===== src/rtl/lvd_pkg.sv =====
package lvd_pkg;

  typedef enum logic [1:0] {
    LVD_OFF = 2'd0,
    LVD_ON  = 2'd1,
    LVD_DET = 2'd2
  } lvd_state_e;

  localparam int STOP_BIT = 1;

  function automatic logic mode_is_stop(input logic [1:0] mode);
    return mode[STOP_BIT];
  endfunction

endpackage


===== src/rtl/lvd_sync.sv =====
module lvd_sync #(
  parameter int STAGES = 2
) (
  input  logic clk,
  input  logic rst,
  input  logic d_i,
  output logic q_o
);

  logic [STAGES-1:0] chain_q;

  generate
    genvar g;
    for (g = 0; g < STAGES; g++) begin : g_stage
      if (g == 0) begin : g_first
        always_ff @(posedge clk) begin
          if (rst) chain_q[0] <= 1'b0;
          else     chain_q[0] <= d_i;
        end
      end else begin : g_next
        always_ff @(posedge clk) begin
          if (rst) chain_q[g] <= 1'b0;
          else     chain_q[g] <= chain_q[g-1];
        end
      end
    end
  endgenerate

  assign q_o = chain_q[STAGES-1];

endmodule


===== src/rtl/lvd_fsm.sv =====
module lvd_fsm
  import lvd_pkg::*;
#(
  parameter int MODE_W = 2
) (
  input  logic              clk,
  input  logic              rst,
  input  logic              low_s_i,
  input  logic              en_i,
  input  logic              stop_en_i,
  input  logic              rst_en_i,
  input  logic [MODE_W-1:0] pmode_i,
  output lvd_state_e        state_o,
  output logic              enter_det_o,
  output logic              rst_req_o
);

  lvd_state_e state_q, state_d;
  logic       allowed;
  logic       rst_req_q;

  always_comb begin
    allowed = en_i && (!mode_is_stop(pmode_i[1:0]) || stop_en_i);
  end

  always_comb begin
    state_d = state_q;
    if (!allowed) begin
      state_d = LVD_OFF;
    end else begin
      unique case (state_q)
        LVD_OFF: state_d = LVD_ON;
        LVD_ON:  state_d = low_s_i ? LVD_DET : LVD_ON;
        LVD_DET: state_d = low_s_i ? LVD_DET : LVD_ON;
        default: state_d = LVD_OFF;
      endcase
    end
  end

  assign enter_det_o = (state_d == LVD_DET) && (state_q != LVD_DET);

  always_ff @(posedge clk) begin
    if (rst) begin
      state_q   <= LVD_OFF;
      rst_req_q <= 1'b0;
    end else begin
      state_q   <= state_d;
      rst_req_q <= (state_d == LVD_DET) && rst_en_i;
    end
  end

  assign state_o   = state_q;
  assign rst_req_o = rst_req_q;

  AST_DISABLED_GOES_OFF: assert property (@(posedge clk) disable iff (rst)
    !(en_i && (!pmode_i[1] || stop_en_i)) |=> state_q == LVD_OFF);
  AST_OFF_REARMS: assert property (@(posedge clk) disable iff (rst)
    (state_q == LVD_OFF && en_i && !pmode_i[1]) |=> state_q == LVD_ON);
  AST_RECOVERY_LEAVES_DET: assert property (@(posedge clk) disable iff (rst)
    (state_q == LVD_DET && !low_s_i) |=> state_q != LVD_DET);
  AST_REQ_ONLY_IN_DET: assert property (@(posedge clk) disable iff (rst)
    rst_req_q |-> state_q == LVD_DET);

endmodule


===== src/rtl/lvd_regs.sv =====
module lvd_regs (
  input  logic clk,
  input  logic rst,
  input  logic set_i,
  input  logic ack_i,
  input  logic thr_sel_i,
  output logic flag_o,
  output logic thr_sel_o
);

  logic flag_q;
  logic thr_q;

  always_ff @(posedge clk) begin
    if (rst) begin
      flag_q <= 1'b0;
      thr_q  <= 1'b0;
    end else begin
      thr_q <= thr_sel_i;
      if (set_i)      flag_q <= 1'b1;
      else if (ack_i) flag_q <= 1'b0;
    end
  end

  assign flag_o    = flag_q;
  assign thr_sel_o = thr_q;

  AST_SET_WINS: assert property (@(posedge clk) disable iff (rst)
    set_i |=> flag_q);
  AST_ACK_CLEARS: assert property (@(posedge clk) disable iff (rst)
    (ack_i && !set_i) |=> !flag_q);
  AST_FLAG_HOLDS: assert property (@(posedge clk) disable iff (rst)
    (!ack_i && !set_i) |=> $stable(flag_q));

endmodule


===== src/rtl/lvd_ctrl.sv =====
module lvd_ctrl
  import lvd_pkg::*;
#(
  parameter int SYNC_STAGES = 2,
  parameter int MODE_W      = 2
) (
  input  logic              clk,
  input  logic              rst,
  input  logic              cmp_low_i,
  input  logic              en_i,
  input  logic              stop_en_i,
  input  logic              rst_en_i,
  input  logic              thr_sel_i,
  input  logic [MODE_W-1:0] pmode_i,
  input  logic              ack_i,
  output logic              cmp_en_o,
  output logic              lv_live_o,
  output logic              status_o,
  output logic              flag_o,
  output logic              rst_req_o,
  output logic              thr_sel_o
);

  logic       low_s;
  logic       enter_det;
  lvd_state_e state;

  lvd_sync #(.STAGES(SYNC_STAGES)) u_sync (
    .clk (clk),
    .rst (rst),
    .d_i (cmp_low_i),
    .q_o (low_s)
  );

  lvd_fsm #(.MODE_W(MODE_W)) u_fsm (
    .clk         (clk),
    .rst         (rst),
    .low_s_i     (low_s),
    .en_i        (en_i),
    .stop_en_i   (stop_en_i),
    .rst_en_i    (rst_en_i),
    .pmode_i     (pmode_i),
    .state_o     (state),
    .enter_det_o (enter_det),
    .rst_req_o   (rst_req_o)
  );

  lvd_regs u_regs (
    .clk       (clk),
    .rst       (rst),
    .set_i     (enter_det),
    .ack_i     (ack_i),
    .thr_sel_i (thr_sel_i),
    .flag_o    (flag_o),
    .thr_sel_o (thr_sel_o)
  );

  assign cmp_en_o  = (state != LVD_OFF);
  assign lv_live_o = (state == LVD_DET);
  assign status_o  = (state == LVD_DET);

  AST_LIVE_NEEDS_DETECTOR: assert property (@(posedge clk) disable iff (rst)
    lv_live_o |-> cmp_en_o);
  AST_LIVE_SETS_FLAG: assert property (@(posedge clk) disable iff (rst)
    $rose(lv_live_o) |-> flag_o);
  AST_REQ_WITH_LIVE: assert property (@(posedge clk) disable iff (rst)
    rst_req_o |-> lv_live_o);

endmodule


===== config.mk =====
export PLATFORM = sky130hd
export DESIGN_NAME = lvd_ctrl
export DESIGN_NICKNAME = d
export VERILOG_FILES = /design/src/rtl/lvd_pkg.sv /design/src/rtl/lvd_sync.sv /design/src/rtl/lvd_fsm.sv /design/src/rtl/lvd_regs.sv /design/src/rtl/lvd_ctrl.sv
export SDC_FILE = /design/constraint.sdc
export NUM_CORES = 1
export LEC_CHECK = 0
export ABC_AREA = 1
export BUFFER_PORTS_ARGS = -buffer_cell sky130_fd_sc_hd__buf_2
export CELL_PAD_IN_SITES_DETAIL_PLACEMENT = 1
export CELL_PAD_IN_SITES_GLOBAL_PLACEMENT = 1
export CORE_AREA = 2 2 39 41
export CTS_CLUSTER_DIAMETER = 60
export DETAILED_ROUTE_END_ITERATION = 10
export DIE_AREA = 0 0 41 43
export GPL_TIMING_DRIVEN = 0
export PLACE_DENSITY_LB_ADDON = 0.1
export SYNTH_ARGS = -nofsm -noshare
export SYNTH_HDL_FRONTEND = slang
export SYNTH_SLANG_ARGS = --single-unit

===== constraint.sdc =====
create_clock -name clk -period 1.87 [get_ports clk]
set_input_delay 0.4675 -clock clk [delete_from_list [all_inputs] [get_ports clk]]
set_output_delay 0.4675 -clock clk [all_outputs]
set_load 0.02 [all_outputs]

==> key figures <==
Status
  • Result of the run: finished, final reports clean

Synthesis
  • Number of unique standard cell types used by synthesis: 11
  • Post-synthesis average cell area: about 7.9 µm²
  • Post-synth top area cell: sky130_fd_sc_hd__dfxtp_1
  • Cell types occupying the most area after synthesis: sky130_fd_sc_hd__dfxtp_1, sky130_fd_sc_hd__inv_1, sky130_fd_sc_hd__ha_1
  • Synthesized Nets: 53
  • Sequential-to-total area share from yosys stat: 44.3%
  • Synthesized area: 317 µm²
  • Count of mapped cells out of synthesis: 40
  • Number of synthesized register bits: 7
  • Yosys warning count: 0
  • Proportion of netlist area held by the largest area contributor: between 40% and 50%

Worst setup path
  • Slowest cell on the critical path: sky130_fd_sc_hd__dfxtp_1
  • Crit-path max FO: 3
  • Cells along the critical path: inv_1 -> ha_1 -> buf_4 -> buf_2
  • Reg-to-reg setup timing slack: between 0.6 and 0.7 ns
  • Origin of the critical flop-to-flop path: u_fsm.state_o[1]
  • Slowest cell delay on critical path: 0.33 ns
  • Kind of start point of the critical path: flop
  • Required time worst endpoint: 1.40 ns
  • WP data arrival: ~1.1 ns
  • Capture point of the worst reg-to-reg path: u_fsm.rst_req_o
  • Crit Path Category: reg2out
  • Nature of the critical path endpoint: output pin
  • Logic depth of the worst register-to-register path: 6

Global routing
  • Number of global-route vias before repair: 261
  • Total grt overflow: 0
  • First-pass GRT wire length: 952 µm
  • Pin count of the biggest net entering global routing: 7
  • Antenna violations before repair: 0
  • Overall Global Routing Usage: 8.35%

Clock network
  • Reg clk slew, reported paths: 0.05 ns
  • Clock tree from TritonCTS: built
  • Total of hold buffers inserted after clock tree synthesis: 0
  • TritonCTS Buffers: 3
  • Clock Root Buffer: sky130_fd_sc_hd__clkbuf_4
  • Maximum number of buffers from clock root to sink: 2
  • Clock latency on the worst-skew pair: 0.24 ns
  • Number of clock sinks: 7
  • Post CTS Setup Buffer Count: 0
  • Gates resized, CTS repair: 0
  • Count of H-tree levels built during CTS: 1

Hold path
  • Hold Path Stages: 2
  • Startpoint of the worst hold path: u_sync.chain_q[0]
  • Type of the most critical hold path: reg2reg
  • End point of the worst hold path: u_sync.q_o

Final layout
  • Number of nets in the final layout: 72
  • Number of inserted diodes: 0
  • Final design area excluding fillers: approximately 430 µm²
  • Share of layout cells above drive strength 1: between 30 and 40%
  • Layout-stage area growth over the synthesis result: 36.8%

Timing
  • Count of final setup violators: 0
  • Largest clock skew in the final design: 0.000772 ns
  • Transition time at the pin with the least slew margin: 0.152 ns
  • Max-slew violation count: 0
  • Fin Setup TNS: 0 ns
  • Final hold viol count: 0
  • F_max: between 600 and 700 MHz
  • Minimum clock period: ~1.6 ns
  • Headroom to the max-slew limit: 89.8%
  • RSZ-0062 raised after global routing: no
  • Hold_ws: approximately 0.41 ns
  • Part of the cycle the worst path needs: 85.0%

Detailed routing
  • Via Count: 276
  • DR iter-0 viols: 2
  • Post-detailed-route count of antenna-violating nets: 0
  • Drt pass-1 iters: 2
  • Routed WL: 592 µm
  • DRC: 0
  • Vias per Instance: around 3.7
  • Post-DR wirelength/cell: 8.00 µm

Placement
  • Number of port buffers: 14
  • Gp weighted congestion: 0.569
  • Area after DPL: 407 µm²
  • DP HPWL: between 500 and 600 µm

Floorplan
  • Die area: 1760 µm²
  • Top-level port count: 16
  • Placement row count: 14
  • Die X: 41 µm
  • Effective utilization at floorplan: 22.9%
  • Core area: 1380 µm²
  • Die outline height: 43 µm

Power
  • Internal: 248 µW
  • Share of total power in combinational logic: 9.7%
  • Net load switching power: 71.8 µW
  • Share of total power consumed by net switching: 22.4%
  • Worst VDD drop: 421 µV
  • Lkg Pwr: approximately 0.25 nW
  • Pwr per Cell Area: 740 nW/µm²
  • Register share of total power: 48.6%
  • Clock power share: around two fifths
  • Post-layout total power: 320 µW

Flow run
  • Number of violations of the max-capacitance limit: 0
==> routing by layer <==
metal	wire length (µm)	global-route usage [%]	share of wire, %	vias up
li1	-	-	-	150
met4	7	6.00	1.2	0
met3	51	3.14	8.6	2
met2	268	12.2	45	12
met5	0	0	0	-
met1	264	9.39	45	112
==> flip-flops by register name, indices dropped and copies added (netlist names) <==
name and flops:
u_sync.chain_q 1, u_sync.q_o 1, u_fsm.rst_req_o 1, u_regs.thr_sel_o 1
u_regs.flag_o 1, u_fsm.state_o 2
==> cell type report <==
cell class | instances | area [µm²]
tap | 16 | 20.0
multi-input combinational | 20 | 124
sequential | 7 | 140
fill | 191 | 951
inverter | 12 | 45.0
buffer | 1 | 7.51
timing repair buffer | 14 | 70.1
clock buffer | 4 | 26.3
==> critical path: cells and delay by family (launching register included) <==
family	cells	cell delay (ns)
buffers and inverters	3	0.34
DFF	1	0.33
adders and majority gates	1	0.22
==> cell families after synthesis <==
logic type      share of synthesized area [%]
compound gates                           5.53
fa+ha+maj                                11.9
buf+inv                                  16.6
flops                                    44.3
simple gates                             21.7
==> how the worst max path moves through the flow <==
stage | start | endpoint | slack [ns] | depth (start not counted)
after floorplan | u_fsm.state_o[0] | status_o | 0.57 | 3
after detailed placement | u_fsm.state_o[0] | status_o | 0.53 | 4
final | u_fsm.state_o[0] | status_o | 0.28 | 4
after global routing | u_fsm.state_o[0] | status_o | 0.22 | 4
after global placement | u_fsm.state_o[0] | status_o | 0.53 | 4
after CTS | u_fsm.state_o[0] | status_o | 0.26 | 4
==> synth_stat cells <==
cell / number
sky130_fd_sc_hd__a21oi_2: 2
sky130_fd_sc_hd__and3_1: 1
sky130_fd_sc_hd__buf_4: 1
sky130_fd_sc_hd__dfxtp_1: 7
sky130_fd_sc_hd__ha_1: 3
sky130_fd_sc_hd__inv_1: 12
sky130_fd_sc_hd__nand2_1: 6
sky130_fd_sc_hd__nand3_1: 1
sky130_fd_sc_hd__nand3_2: 1
sky130_fd_sc_hd__nor2_1: 5
sky130_fd_sc_hd__nor2_2: 1
==> power by group through the flow <==
stage	registers, mW	clock network (mW)	logic (mW)
2_1_floorplan	0.160	0	0.0144
4_1_cts	0.155	0.143	0.0322
6_report	0.155	0.134	0.0311
5_1_grt	0.156	0.153	0.0364
3_5_place_dp	0.159	0	0.0322
3_3_place_gp	0.159	0	0.0317
==> metrics by stage <==
step / cells / worst slack (ns) / utilization (%)
2_1_floorplan: 40 / 0.568 / -
3_3_place_gp: 70 / 0.534 / 29.4
3_5_place_dp: 70 / 0.533 / 29.4
4_1_cts: 74 / 0.258 / 31.3
5_1_grt: 74 / 0.218 / 31.3
6_report: 74 / 0.280 / 31.3
==> placed cells by master (no fill, tap or decap), drive strengths merged <==
| cell type | n |
|---|---|
| buf | 15 |
| and3 | 1 |
| nand3 | 2 |
| nand2 | 6 |
| clkbuf | 4 |
| nor2 | 6 |
| a21oi | 2 |
| dfxtp | 7 |
| ha | 3 |
| inv | 12 |
Note: power is estimated with default switching activity, not from simulation.
